$ cat config.mk
export PLATFORM = sky130hd
export DESIGN_NAME = merge_write_buffer
export DESIGN_NICKNAME = d
export VERILOG_FILES = /design/src/rtl/wbuf_pkg.sv /design/src/rtl/wbuf_match.sv /design/src/rtl/wbuf_slot.sv /design/src/rtl/wbuf_issue.sv /design/src/rtl/merge_write_buffer.sv
export SDC_FILE = /design/constraint.sdc
export NUM_CORES = 1
export LEC_CHECK = 0
export ABC_AREA = 0
export BUFFER_PORTS_ARGS = -buffer_cell sky130_fd_sc_hd__buf_2
export CELL_PAD_IN_SITES_DETAIL_PLACEMENT = 1
export CELL_PAD_IN_SITES_GLOBAL_PLACEMENT = 1
export CORE_ASPECT_RATIO = 0.5
export CORE_MARGIN = 4
export CORE_UTILIZATION = 30
export DETAILED_ROUTE_END_ITERATION = 10
export PLACE_DENSITY = 0.51
export REMOVE_ABC_BUFFERS = 1
export SLEW_MARGIN = 15
export SYNTH_ARGS = -nofsm -noshare
export SYNTH_HDL_FRONTEND = slang
export SYNTH_SLANG_ARGS = --single-unit
$ cat constraint.sdc
create_clock -name clk -period 4.65 [get_ports clk]
set_clock_uncertainty 0.05 [all_clocks]
set_input_delay 0.2325 -clock clk [delete_from_list [all_inputs] [get_ports clk]]
set_output_delay 0.2325 -clock clk [all_outputs]
set_load 0.02 [all_outputs]
$ cat src/rtl/wbuf_pkg.sv
package wbuf_pkg;
  // Kind of request on the memory port; the encoding is visible as mem_write.
  typedef enum logic {
    OP_READ  = 1'b0,
    OP_WRITE = 1'b1
  } mem_op_e;
endpackage

$ cat src/rtl/wbuf_match.sv
// Associative compare of one key against every entry address.
module wbuf_match #(
  parameter int ADDR_W = 27,
  parameter int DEPTH  = 4
) (
  input  logic [DEPTH-1:0]             valid_i,
  input  logic [DEPTH-1:0][ADDR_W-1:0] addr_i,
  input  logic [ADDR_W-1:0]            key_i,
  output logic [DEPTH-1:0]             hit_o
);
  for (genvar g = 0; g < DEPTH; g++) begin : g_cmp
    assign hit_o[g] = valid_i[g] && (addr_i[g] == key_i);
  end
endmodule

$ cat src/rtl/wbuf_slot.sv
// One buffered block: valid bit, address, word mask, data.
module wbuf_slot #(
  parameter int ADDR_W = 27,
  parameter int DATA_W = 32,
  parameter int WORDS  = 8,
  localparam int LINE_W = WORDS * DATA_W
) (
  input  logic              clk,
  input  logic              rst_n,
  input  logic              alloc_i,
  input  logic              merge_i,
  input  logic              clear_i,
  input  logic [ADDR_W-1:0] addr_i,
  input  logic [WORDS-1:0]  mask_i,
  input  logic [LINE_W-1:0] line_i,
  output logic              valid_o,
  output logic [ADDR_W-1:0] addr_o,
  output logic [WORDS-1:0]  mask_o,
  output logic [LINE_W-1:0] line_o
);
  logic              valid_q, valid_d;
  logic [ADDR_W-1:0] addr_q, addr_d;
  logic [WORDS-1:0]  mask_q, mask_d;
  logic [LINE_W-1:0] line_q, line_d;
  logic              data_en;

  assign data_en = alloc_i || merge_i;

  always_comb begin
    valid_d = valid_q;
    addr_d  = addr_q;
    mask_d  = mask_q;
    line_d  = line_q;
    if (clear_i) begin
      valid_d = 1'b0;
      mask_d  = '0;
    end
    if (alloc_i) begin
      valid_d = 1'b1;
      addr_d  = addr_i;
      mask_d  = mask_i;
      line_d  = line_i;
    end else if (merge_i) begin
      mask_d = mask_q | mask_i;
      for (int w = 0; w < WORDS; w++) begin
        if (mask_i[w]) line_d[w*DATA_W +: DATA_W] = line_i[w*DATA_W +: DATA_W];
      end
    end
  end

  always_ff @(posedge clk or negedge rst_n) begin
    if (!rst_n) begin
      valid_q <= 1'b0;
      mask_q  <= '0;
    end else begin
      valid_q <= valid_d;
      mask_q  <= mask_d;
    end
  end

  always_ff @(posedge clk) begin
    if (data_en) begin
      addr_q <= addr_d;
      line_q <= line_d;
    end
  end

  assign valid_o = valid_q;
  assign addr_o  = addr_q;
  assign mask_o  = mask_q;
  assign line_o  = line_q;

  // a merge lands only in an occupied entry and keeps every earlier word
  p_merge_valid_r3: assert property (@(posedge clk) disable iff (!rst_n)
    merge_i |-> valid_q && !alloc_i);
  p_merge_mask_r3: assert property (@(posedge clk) disable iff (!rst_n)
    (merge_i && !clear_i) |=> ((mask_q & $past(mask_i)) == $past(mask_i)) &&
                              ((mask_q & $past(mask_q)) == $past(mask_q)));
endmodule

$ cat src/rtl/wbuf_issue.sv
// Registered memory request: holds read or drain until memory accepts.
module wbuf_issue
  import wbuf_pkg::*;
#(
  parameter int ADDR_W = 27,
  parameter int DATA_W = 32,
  parameter int WORDS  = 8,
  localparam int LINE_W = WORDS * DATA_W
) (
  input  logic              clk,
  input  logic              rst_n,
  input  logic              issue_rd_i,
  input  logic              issue_wr_i,
  input  logic [ADDR_W-1:0] rd_addr_i,
  input  logic [ADDR_W-1:0] wr_addr_i,
  input  logic [WORDS-1:0]  wr_mask_i,
  input  logic [LINE_W-1:0] wr_line_i,
  input  logic              mem_ready_i,
  output logic              mem_valid_o,
  output logic              mem_write_o,
  output logic [ADDR_W-1:0] mem_addr_o,
  output logic [WORDS-1:0]  mem_mask_o,
  output logic [LINE_W-1:0] mem_line_o,
  output logic              wr_done_o
);
  logic              valid_q, valid_d;
  mem_op_e           op_q, op_d;
  logic [ADDR_W-1:0] addr_q, addr_d;
  logic [WORDS-1:0]  mask_q, mask_d;
  logic [LINE_W-1:0] line_q, line_d;
  logic              load_en;

  assign load_en = issue_rd_i || issue_wr_i;

  always_comb begin
    valid_d = valid_q;
    op_d    = op_q;
    addr_d  = addr_q;
    mask_d  = mask_q;
    line_d  = line_q;
    if (valid_q && mem_ready_i) valid_d = 1'b0;
    if (issue_rd_i) begin
      valid_d = 1'b1;
      op_d    = OP_READ;
      addr_d  = rd_addr_i;
      mask_d  = '0;
      line_d  = '0;
    end else if (issue_wr_i) begin
      valid_d = 1'b1;
      op_d    = OP_WRITE;
      addr_d  = wr_addr_i;
      mask_d  = wr_mask_i;
      line_d  = wr_line_i;
    end
  end

  always_ff @(posedge clk or negedge rst_n) begin
    if (!rst_n) begin
      valid_q <= 1'b0;
      op_q    <= OP_READ;
    end else begin
      valid_q <= valid_d;
      if (load_en) op_q <= op_d;
    end
  end

  always_ff @(posedge clk) begin
    if (load_en) begin
      addr_q <= addr_d;
      mask_q <= mask_d;
      line_q <= line_d;
    end
  end

  assign mem_valid_o = valid_q;
  assign mem_write_o = (op_q == OP_WRITE);
  assign mem_addr_o  = addr_q;
  assign mem_mask_o  = mask_q;
  assign mem_line_o  = line_q;
  assign wr_done_o   = valid_q && mem_ready_i && (op_q == OP_WRITE);

  // an outstanding request is frozen until accepted, and nothing new is loaded over it
  p_req_hold_r9: assert property (@(posedge clk) disable iff (!rst_n)
    (valid_q && !mem_ready_i) |=> valid_q && $stable(op_q) && $stable(addr_q) &&
                                  $stable(mask_q) && $stable(line_q));
  p_issue_idle_r9: assert property (@(posedge clk) disable iff (!rst_n)
    (issue_rd_i || issue_wr_i) |-> !valid_q && !(issue_rd_i && issue_wr_i));
endmodule

$ cat src/rtl/merge_write_buffer.sv
module merge_write_buffer
  import wbuf_pkg::*;
#(
  parameter int ADDR_W = 27,
  parameter int DATA_W = 32,
  parameter int WORDS  = 8,
  parameter int DEPTH  = 4,
  localparam int LINE_W = WORDS * DATA_W,
  localparam int PTR_W  = (DEPTH > 1) ? $clog2(DEPTH) : 1
) (
  input  logic              clk,
  input  logic              rst_n,
  input  logic              wr_valid,
  output logic              wr_ready,
  input  logic [ADDR_W-1:0] wr_addr,
  input  logic [WORDS-1:0]  wr_mask,
  input  logic [LINE_W-1:0] wr_line,
  input  logic              rd_valid,
  output logic              rd_ready,
  input  logic [ADDR_W-1:0] rd_addr,
  output logic              mem_valid,
  input  logic              mem_ready,
  output logic              mem_write,
  output logic [ADDR_W-1:0] mem_addr,
  output logic [WORDS-1:0]  mem_mask,
  output logic [LINE_W-1:0] mem_line
);
  // Reset: asserted asynchronously, released after two clocks
  logic rst_meta_q, srst_n;
  always_ff @(posedge clk or negedge rst_n) begin
    if (!rst_n) begin
      rst_meta_q <= 1'b0;
      srst_n     <= 1'b0;
    end else begin
      rst_meta_q <= 1'b1;
      srst_n     <= rst_meta_q;
    end
  end

  logic [DEPTH-1:0]             slot_valid;
  logic [DEPTH-1:0][ADDR_W-1:0] slot_addr;
  logic [DEPTH-1:0][WORDS-1:0]  slot_mask;
  logic [DEPTH-1:0][LINE_W-1:0] slot_line;
  logic [DEPTH-1:0]             wr_hit, rd_hit, lock, merge_vec;
  logic [PTR_W-1:0]             head_q, head_d, tail_q, tail_d;
  logic                         wr_done, busy, inflight_wr;
  logic                         rd_conflict, issue_rd, issue_wr;
  logic                         merge_hit, wr_fire, alloc;

  wbuf_match #(.ADDR_W(ADDR_W), .DEPTH(DEPTH)) u_wr_match (
    .valid_i(slot_valid), .addr_i(slot_addr), .key_i(wr_addr), .hit_o(wr_hit));
  wbuf_match #(.ADDR_W(ADDR_W), .DEPTH(DEPTH)) u_rd_match (
    .valid_i(slot_valid), .addr_i(slot_addr), .key_i(rd_addr), .hit_o(rd_hit));

  // Arbitration at a request boundary: read first, then the oldest entry
  assign busy        = mem_valid;
  assign inflight_wr = mem_valid && mem_write;
  assign rd_conflict = (|rd_hit) || (wr_valid && (wr_addr == rd_addr));
  assign rd_ready    = !busy && !rd_conflict;
  assign issue_rd    = rd_valid && rd_ready;
  assign issue_wr    = !busy && !issue_rd && slot_valid[head_q];

  for (genvar g = 0; g < DEPTH; g++) begin : g_lock
    assign lock[g] = (head_q == PTR_W'(g)) && (inflight_wr || issue_wr);
  end

  assign merge_vec = wr_hit & ~lock;
  assign merge_hit = |merge_vec;
  assign wr_ready  = merge_hit || !slot_valid[tail_q];
  assign wr_fire   = wr_valid && wr_ready;
  assign alloc     = wr_fire && !merge_hit;

  for (genvar g = 0; g < DEPTH; g++) begin : g_slot
    wbuf_slot #(.ADDR_W(ADDR_W), .DATA_W(DATA_W), .WORDS(WORDS)) u_slot (
      .clk     (clk),
      .rst_n   (srst_n),
      .alloc_i (alloc && (tail_q == PTR_W'(g))),
      .merge_i (wr_fire && merge_vec[g]),
      .clear_i (wr_done && (head_q == PTR_W'(g))),
      .addr_i  (wr_addr),
      .mask_i  (wr_mask),
      .line_i  (wr_line),
      .valid_o (slot_valid[g]),
      .addr_o  (slot_addr[g]),
      .mask_o  (slot_mask[g]),
      .line_o  (slot_line[g])
    );
  end

  always_comb begin
    head_d = head_q;
    tail_d = tail_q;
    if (wr_done) head_d = (head_q == PTR_W'(DEPTH - 1)) ? '0 : head_q + 1'b1;
    if (alloc)   tail_d = (tail_q == PTR_W'(DEPTH - 1)) ? '0 : tail_q + 1'b1;
  end

  always_ff @(posedge clk or negedge srst_n) begin
    if (!srst_n) begin
      head_q <= '0;
      tail_q <= '0;
    end else begin
      head_q <= head_d;
      tail_q <= tail_d;
    end
  end

  wbuf_issue #(.ADDR_W(ADDR_W), .DATA_W(DATA_W), .WORDS(WORDS)) u_issue (
    .clk         (clk),
    .rst_n       (srst_n),
    .issue_rd_i  (issue_rd),
    .issue_wr_i  (issue_wr),
    .rd_addr_i   (rd_addr),
    .wr_addr_i   (slot_addr[head_q]),
    .wr_mask_i   (slot_mask[head_q]),
    .wr_line_i   (slot_line[head_q]),
    .mem_ready_i (mem_ready),
    .mem_valid_o (mem_valid),
    .mem_write_o (mem_write),
    .mem_addr_o  (mem_addr),
    .mem_mask_o  (mem_mask),
    .mem_line_o  (mem_line),
    .wr_done_o   (wr_done)
  );

  // Checking aid: entries that still hold the block now on the memory port
  logic [DEPTH-1:0] port_hit;
  wbuf_match #(.ADDR_W(ADDR_W), .DEPTH(DEPTH)) u_port_match (
    .valid_i(slot_valid), .addr_i(slot_addr), .key_i(mem_addr), .hit_o(port_hit));

  // a newly issued read never overtakes a buffered write to its block
  p_read_clear_r8: assert property (@(posedge clk) disable iff (!srst_n)
    ($rose(mem_valid) && !mem_write) |-> (port_hit == '0));
  // a drain always carries the oldest entry
  p_drain_head_r5: assert property (@(posedge clk) disable iff (!srst_n)
    (mem_valid && mem_write) |-> slot_valid[head_q] && (slot_addr[head_q] == mem_addr));
  // the entry on the memory port is not altered by a later write
  p_inflight_frozen_r4: assert property (@(posedge clk) disable iff (!srst_n)
    (mem_valid && mem_write) |-> (slot_mask[head_q] == mem_mask) &&
                                 (slot_line[head_q] == mem_line));
  // no entry is overwritten while occupied
  p_no_overflow_r6: assert property (@(posedge clk) disable iff (!srst_n)
    (wr_fire && (&slot_valid)) |-> merge_hit);
endmodule

==> results of run 1 <==
## repair_timing
action                      CTS  global route
hold buffers                321             0
setup endpoints to repair     0             0
hold endpoints to repair   1196             0
## cells in the final DEF, fill, tap and decap left out, types with 4 or more instances in the layout
| cell | count |
|---|---|
| clkbuf_1 | 36 |
| nor3_1 | 9 |
| mux4_2 | 293 |
| bufinv_16 | 8 |
| a32o_1 | 32 |
| buf_4 | 58 |
| nand4_1 | 41 |
| and2_1 | 266 |
| clkinv_2 | 18 |
| dfrtp_1 | 41 |
| inv_6 | 5 |
| nand2_1 | 132 |
| inv_2 | 4 |
| ha_1 | 8 |
| buf_12 | 11 |
| buf_2 | 617 |
| diode_2 | 8 |
| inv_1 | 7 |
| a31oi_1 | 4 |
| nand2_2 | 30 |
| or2_1 | 5 |
| nand3_1 | 8 |
| nor4_1 | 28 |
| edfxtp_1 | 1423 |
| xor2_1 | 98 |
| nor2_1 | 5 |
| xnor2_1 | 145 |
| clkinv_1 | 31 |
| dlygate4sd3_1 | 321 |
| clkbuf_16 | 155 |
## synthesized netlist by cell type (all sizes together) (2+ instances only)
cell	instances	area (sq um)
buf	74	434.2
mux2	2	22.52
dfrtp	44	1101
nand4	42	269.0
inv	11	41.29
nand2	162	675.7
a32o	32	320.3
ha	8	100.1
xor2	98	858.3
edfxtp	1423	42730
a31oi	4	25.02
mux4	293	6599
a22oi	2	15.01
and2	266	1664
nand3b	2	15.01
nor4	28	175.2
or2	6	37.54
or3	3	18.77
o21ai	3	18.77
nor3	9	45.04
o21bai	3	41.29
nand3	8	40.04
a311oi	4	53.80
and3	2	12.51
xnor2	145	1270
nor2	5	18.77
clkbuf	99	371.6
## metal layers
metal / up-vias / part of all wire / GRT usage
li1: 12970 / - / -
met1: 15570 / 0.38 / 0.1865
met2: 466 / 0.56 / 0.3145
met3: 265 / 0.030 / 0.02541
met4: 0 / 0.036 / 0.05543
met5: - / 0 / 0
## per-stage QoR
step                hold WS [ns]  cell area [sq um]
detailed placement      -0.02598              63190
CTS                      0.08980              70950
global route              0.1118              70960
floorplan                -0.1131              56280
global placement        -0.02917              63190
finish                    0.1596              70970
## sequential cells by signal (all words and copies together), names as in the netlist
| signal | flops |
|---|---|
| g_slot.u_slot.mask_o | 32 |
| rst_meta_q | 1 |
| g_slot.u_slot.line_o | 1024 |
| u_issue.mem_line_o | 256 |
| tail_q | 2 |
| u_issue.mem_valid_o | 1 |
| u_issue.mem_write_o | 1 |
| srst_n | 1 |
| u_issue.mem_addr_o | 27 |
| g_slot.u_slot.addr_o | 108 |
| u_issue.mem_mask_o | 8 |
| g_slot.u_slot.valid_o | 4 |
| head_q | 2 |
## worst min path at each step
stage,start,end,slack (ns),depth (start not counted)
final,wr_line[237],g_slot[1].u_slot.line_o[237]$_DFFE_PP_,0.16,2
after global routing,wr_line[237],g_slot[1].u_slot.line_o[237]$_DFFE_PP_,0.11,2
after CTS,wr_line[237],g_slot[1].u_slot.line_o[237]$_DFFE_PP_,0.09,2
after detailed placement,rst_n,rst_meta_q$_DFF_PN0_,-0.03,1
after global placement,rst_n,rst_meta_q$_DFF_PN0_,-0.03,1
after floorplan,rst_n,rst_meta_q$_DFF_PN0_,-0.11,0
## power by group
part           switching [mW]  leakage, nW  internal (mW)
registers               0.993         13.7           18.8
logic                    8.50         8.20           5.19
clock network            5.01         2.22           6.55
## critical path, delay by kind of cell, from the launching register on
family,cells,cell delay (ns)
and+or+nand+nor,6,2.18
buffers and inverters,2,0.62
DFF,1,0.44
AOI/OAI and AO/OA,1,0.30
xor gates and xnor gates,1,0.22
## cells by family after synthesis
family | synth area share
flops | 0.7679
simple gates | 0.05265
mux | 0.1160
xor+xnor | 0.03728
buf+inv | 0.01484
compound gates | 0.009535
fa+ha+maj | 0.001754
other cells | 0.00006569
## final cells by class
type	instances	share of cell area
sequential	1467	0.6178
multi-input combinational	1137	0.1750
timing repair buffer	1007	0.09803
clock buffer	191	0.05656
tap	2508	0.04422
clock inverter	67	0.007511
inverter	11	0.0005818
antenna	8	0.0002821
==> impl_metrics.toml, run 1 <==
[timing]
setup_slack_ns = 0.5648
setup_violations = 0
worst_pin_slew_ns = 1.129
slew_headroom = 0.2471
post-route-min-period_ns = 4.085
slew_viol_final = 0
finalCritPeriodShare = 0.8785
hold_violations = 0
fmax_mhz = 244.8
rsz0062_at_grt = "false"
tns_ns = 0

[floorplanning]
die_width_um = 624.9
die_area_sq_um = 197700
rows = 112
start_util = 0.3040
core_sq_um = 187800
die_h_um = 316.4
pin_count = 618

[setup_path]
r2r-end = "g_slot[3].u_slot.line_o[123]$_DFFE_PP_"
slowest_stage = "nor4_1"
crit_path_end_kind = "flop"
setup.worst_path.start = "g_slot[3].u_slot.addr_o[13]$_DFFE_PP_"
reg2reg_slack_ns = 0.56
r2r-start = "g_slot[3].u_slot.addr_o[13]$_DFFE_PP_"
critPathRequiredTime_ns = 5.11
crit_end = "g_slot[3].u_slot.line_o[123]$_DFFE_PP_"
crit_arrival_ns = 4.55
critPathMaxStageDelay_ns = 0.74
reg2regPathDepth = 10
cp_cell_sequence = "xor2_1 -> nor4_1 -> nand3_1 -> or3_1 -> and4_4 -> a21oi_4 -> or2_1 -> buf_4 -> nand2_2 -> buf_12"
start_kind = "flop"
path_class = "reg2reg"
cp_max_fo = 18

[pwr]
p_leak_nw = 24.09
ir_worst_vdd_v = 0.0004241
cellPowerDensity_nw_per_um2 = 634.8
finalPower_mw = 45.05

[layout]
synthToLayoutAreaGrowth_pct = 24.32
multi_input_area_sq_um = 12420
post-route-util = 0.3779
num-fill-cells = 18550
stdcell_count = 6396
fin_nets = 4107
drive_above_1_share = 0.3147
register_area_sq_um = 43840

[clock_network]
cts_tree = "yes"
cts_made_buffers = 152
cts_sinks = 1467
post-cts-setup-buffers = 0
cts_root_buf = "clkbuf_16"
cts_buffer_depth = 4
cts_resized = 0
htree_levels = 4
clk_latency_ns = 0.77
clkTransAtPathRegs_ns = 0.07

[placed_design]
dpl_worst_slack_ns = 0.6872
place_congestion = 0.8208
io_buffers = 617
dp_hpwl_um = 107400
dp_cells = 5809

[min_path]
hold_class = "in2reg"

[synth]
syn_inst = 2788
syn-mean-instance-area_sq_um = 20.47
synth-edff-count = 1423
ys_async_sr_fraction = 0.02999
ys.flop_type = "edfxtp_1"
synthDistinctLibCells = 48
yosysSeqAreaShare = 0.7679
synth_warnings = 0
syn_area_sq_um = 57080
ys_ff_latch = 1467

[global_route]
grt_first_pass_wirelength_um = 235300
grt_use_total = 0.1644
grt_max_degree = 128
grt_pass1_vias = 32900
gr-total-overflow = 0
antenna_found_initial = 25

[routing]
drcViolationCount = 0
drt_pass1_iterations = 5
routed_via_density = 4.577
drt.antenna.violating_nets = 0
wire_per_inst_um = 25.79
vias = 29270
wl_um = 164900
first_iter_violations = 1705

[run_status]
status = "completed"

[flow_run]
cap_violations = 0
Note: power is estimated with default switching activity, not from simulation.
==> run 2: changes to the inputs <==
--- a/config.mk
+++ b/config.mk
@@ -5,17 +5,17 @@
 export SDC_FILE = /design/constraint.sdc
 export NUM_CORES = 1
 export LEC_CHECK = 0
-export ABC_AREA = 0
 export BUFFER_PORTS_ARGS = -buffer_cell sky130_fd_sc_hd__buf_2
 export CELL_PAD_IN_SITES_DETAIL_PLACEMENT = 1
 export CELL_PAD_IN_SITES_GLOBAL_PLACEMENT = 1
 export CORE_ASPECT_RATIO = 0.5
 export CORE_MARGIN = 4
-export CORE_UTILIZATION = 30
+export CORE_UTILIZATION = 51
 export DETAILED_ROUTE_END_ITERATION = 10
-export PLACE_DENSITY = 0.51
+export PLACE_DENSITY = 0.78
 export REMOVE_ABC_BUFFERS = 1
 export SLEW_MARGIN = 15
 export SYNTH_ARGS = -nofsm -noshare
 export SYNTH_HDL_FRONTEND = slang
+export SYNTH_HIERARCHICAL = 1
 export SYNTH_SLANG_ARGS = --single-unit
==> run 2 against run 1 <==
  * First-iteration DRC count increased by 81%
  * Critical path type unchanged
  * Via count increased by 6.2%
  * Combinational power about the same
  * Cell area decreased by 1.9%
  * Final cell count decreased by 17%
  * Non-clock buffer count decreased by 3
  * Sequential power about the same
  * Sequential cell count unchanged
  * Routed wire length increased by 0.59%
  * Critical path depth increased by 5
  * Largest power group unchanged
==> impl_metrics.toml, run 2 <==
[clock_network]
htree_levels = 4
cts_buffer_depth = 3
cts_root_buf = "clkbuf_16"
cts_sinks = 1467
cts_made_buffers = 130
clkTransAtPathRegs_ns = 0.08
post-cts-setup-buffers = 0
clk_latency_ns = 0.76
cts_tree = "yes"

[setup_path]
critPathRequiredTime_ns = 5.29
critPathMaxStageDelay_ns = 0.59
critPathBufInv = 1
path_class = "reg2reg"
crit_path_end_kind = "flop"
slowest_stage = "or4_1"
crit_arrival_ns = 5.00
start_kind = "flop"
crit_family = "simple AND/OR/NAND/NOR gates"
cp_cell_sequence = "xnor2_1 -> nand4_1 -> or4_1 -> nor4_2 -> or4_1 -> nor2_1 -> nand2_1 -> a21o_4 -> a21oi_2 -> nor4_2 -> and3b_4 -> and2_1 -> buf_4 -> or2_0 -> a32o_1"
cp_max_fo = 28

[synth]
synth_adder_area_share = 0.001743
ys_ff_latch = 1467
syn-mean-instance-area_sq_um = 21.02
synth.area.top_cells = "edfxtp_1 (74%), mux4_2 (11%), xnor2_1 (3.6%)"
synthSimpleGateAreaFrac = 0.04803
ys.flop_type = "edfxtp_1"
synth_warnings = 6
synth_xor_area_frac = 0.03810
yosysMostFrequentCell = "edfxtp_1"
synth_common_cells = "edfxtp_1 (1,423), mux4_2 (292), nor2b_1 (264)"
synth_top_family_by_area = "multiplexers"
syn_inst = 2733
synthDistinctLibCells = 42
synthMuxAreaShare = 0.1210
yosysTopAreaCell = "edfxtp_1"
ys_async_sr_fraction = 0.02999
syn_area_sq_um = 57440
synth-edff-count = 1423
yosysTopAreaCellShare = 0.7440
synth_compound_area_frac = 0.007319
yosysSeqAreaShare = 0.7631

[routing]
vias = 31070
drt.antenna.violating_nets = 0
wire_per_inst_um = 31.20
first_iter_violations = 3087
routed_via_density = 5.843
drcViolationCount = 0
wl_um = 165900
drt_pass1_iterations = 6

[global_route]
grt_use_total = 0.2782
grt_pass1_vias = 33690
antenna_found_initial = 26
grt_first_pass_wirelength_um = 237900
gr-total-overflow = 0
grt_max_degree = 171

[floorplanning]
die_width_um = 482.6
core_sq_um = 110900
rows = 86
die_area_sq_um = 118400
pin_count = 618
start_util = 0.5177
die_h_um = 245.3

[min_path]
hold_class = "in2reg"

[layout]
fin_area_sq_um = 69640
largest_reg_flops = 1024
synthToLayoutAreaGrowth_pct = 21.24
drive_above_1_share = 0.3235
mostFrequentLayoutCells = "edfxtp_1 (1,423), buf_2 (617), dlygate4sd3_1 (322)"
fin_nets = 4026
final_common_cell = "edfxtp_1"

[placed_design]
dp_hpwl_um = 97800
io_buffers = 617
dpl_worst_slack_ns = 0.4064
place_congestion = 0.8752
placed_area_sq_um = 62230

[timing]
setup_violations = 0
fmax_mhz = 229.1
rsz0062_at_grt = "false"
setup_slack_ns = 0.2852
worst_pin_slew_ns = 1.331
post-route-min-period_ns = 4.365
finalCritPeriodShare = 0.9387
slew_headroom = 0.1125
slew_viol_final = 0
tns_ns = 0
holdWs_ns = 0.1659
hold_violations = 0

[pwr]
p_leak_nw = 23.61
cellPowerDensity_nw_per_um2 = 636.7
ir_worst_vdd_v = 0.0005016

[flow_run]
cap_violations = 0

[run_status]
status = "completed"
## run 2: cell count changes in the layout (fill, tap and decap cells not counted), sizes merged, moves of 18 or more
cell	change
and2	-254
clkbuf	-32
diode	+21
mux2	+28
nand2	-90
nand4	+21
nor2b	+263
nor4	-18
xnor2	+98
xor2	-98
## run 2: worst paths after layout
kind | startpoint | to | slack, ns | cells past startpoint
min in group asynchronous | srst_n$_DFF_PN0_ | tail_q[1]$_DFFE_PN0P_ | 0.39 | 0
worst min register to register | rst_meta_q$_DFF_PN0_ | srst_n$_DFF_PN0_ | 0.32 | 0
worst min-delay path | wr_line[227] | g_slot[3].u_slot/line_o[227]$_DFFE_PP_ | 0.17 | 2
worst max-delay path | g_slot[3].u_slot/addr_o[5]$_DFFE_PP_ | g_slot[1].u_slot/mask_o[1]$_DFFE_PN0P_ | 0.29 | 15
worst max register to register | g_slot[3].u_slot/addr_o[5]$_DFFE_PP_ | g_slot[1].u_slot/mask_o[1]$_DFFE_PN0P_ | 0.29 | 15
max in group asynchronous | srst_n$_DFF_PN0_ | head_q[1]$_DFFE_PN0P_ | 3.45 | 0
## run 2: kinds of logic after synthesis
group	count (synthesis)
multiplexers	323
XOR/XNOR	243
AND/OR/NAND/NOR	457
other	1
AO/OA/AOI/OAI	46
buffers and inverters	188
adder cells (fa/ha/maj)	8
flip-flops	1467
## run 2: metrics by stage
| stage | util | power, mW | cells |
|---|---|---|---|
| 2_1_floorplan | - | 26.37 | 2559 |
| 3_3_place_gp | 0.5610 | 32.52 | 4737 |
| 3_5_place_dp | 0.5610 | 33.06 | 4737 |
| 4_1_cts | 0.6270 | 44.09 | 5289 |
| 5_1_grt | 0.6276 | 45.98 | 5314 |
| 6_report | 0.6277 | 44.34 | 5318 |
## run 2: final cells by class
type                    count  area [sq um]
flip-flops and latches   1467         43840
clock inverters            71         680.7
well taps                1496          1872
clock buffers             159          3426
repair buffers           1004          7249
multi-input cells        1078         12430
fillers                  9505         41300
inverters                  14         60.06
diodes                     29         72.57
## run 2: report_power, final
part	leakage, nW	internal, mW	switching [mW]
clock	1.98	5.81	5.16
sequential	13.6	18.6	1.42
combinational	7.98	5.29	8.07
## run 2: layer usage
layer  up-vias  GRT usage  share of wire
li1      12750          -              -
met1     16520     0.3285           0.35
met2      1401     0.5047           0.55
met3       395    0.04819          0.055
met4         8     0.1173          0.046
met5         -  0.0004085        0.00032
## run 2: timing repair
action,CTS,global route
setup endpoints to repair,0,1
gates resized for setup,0,1
hold buffers,322,0
endpoints found under the hold margin,1198,0
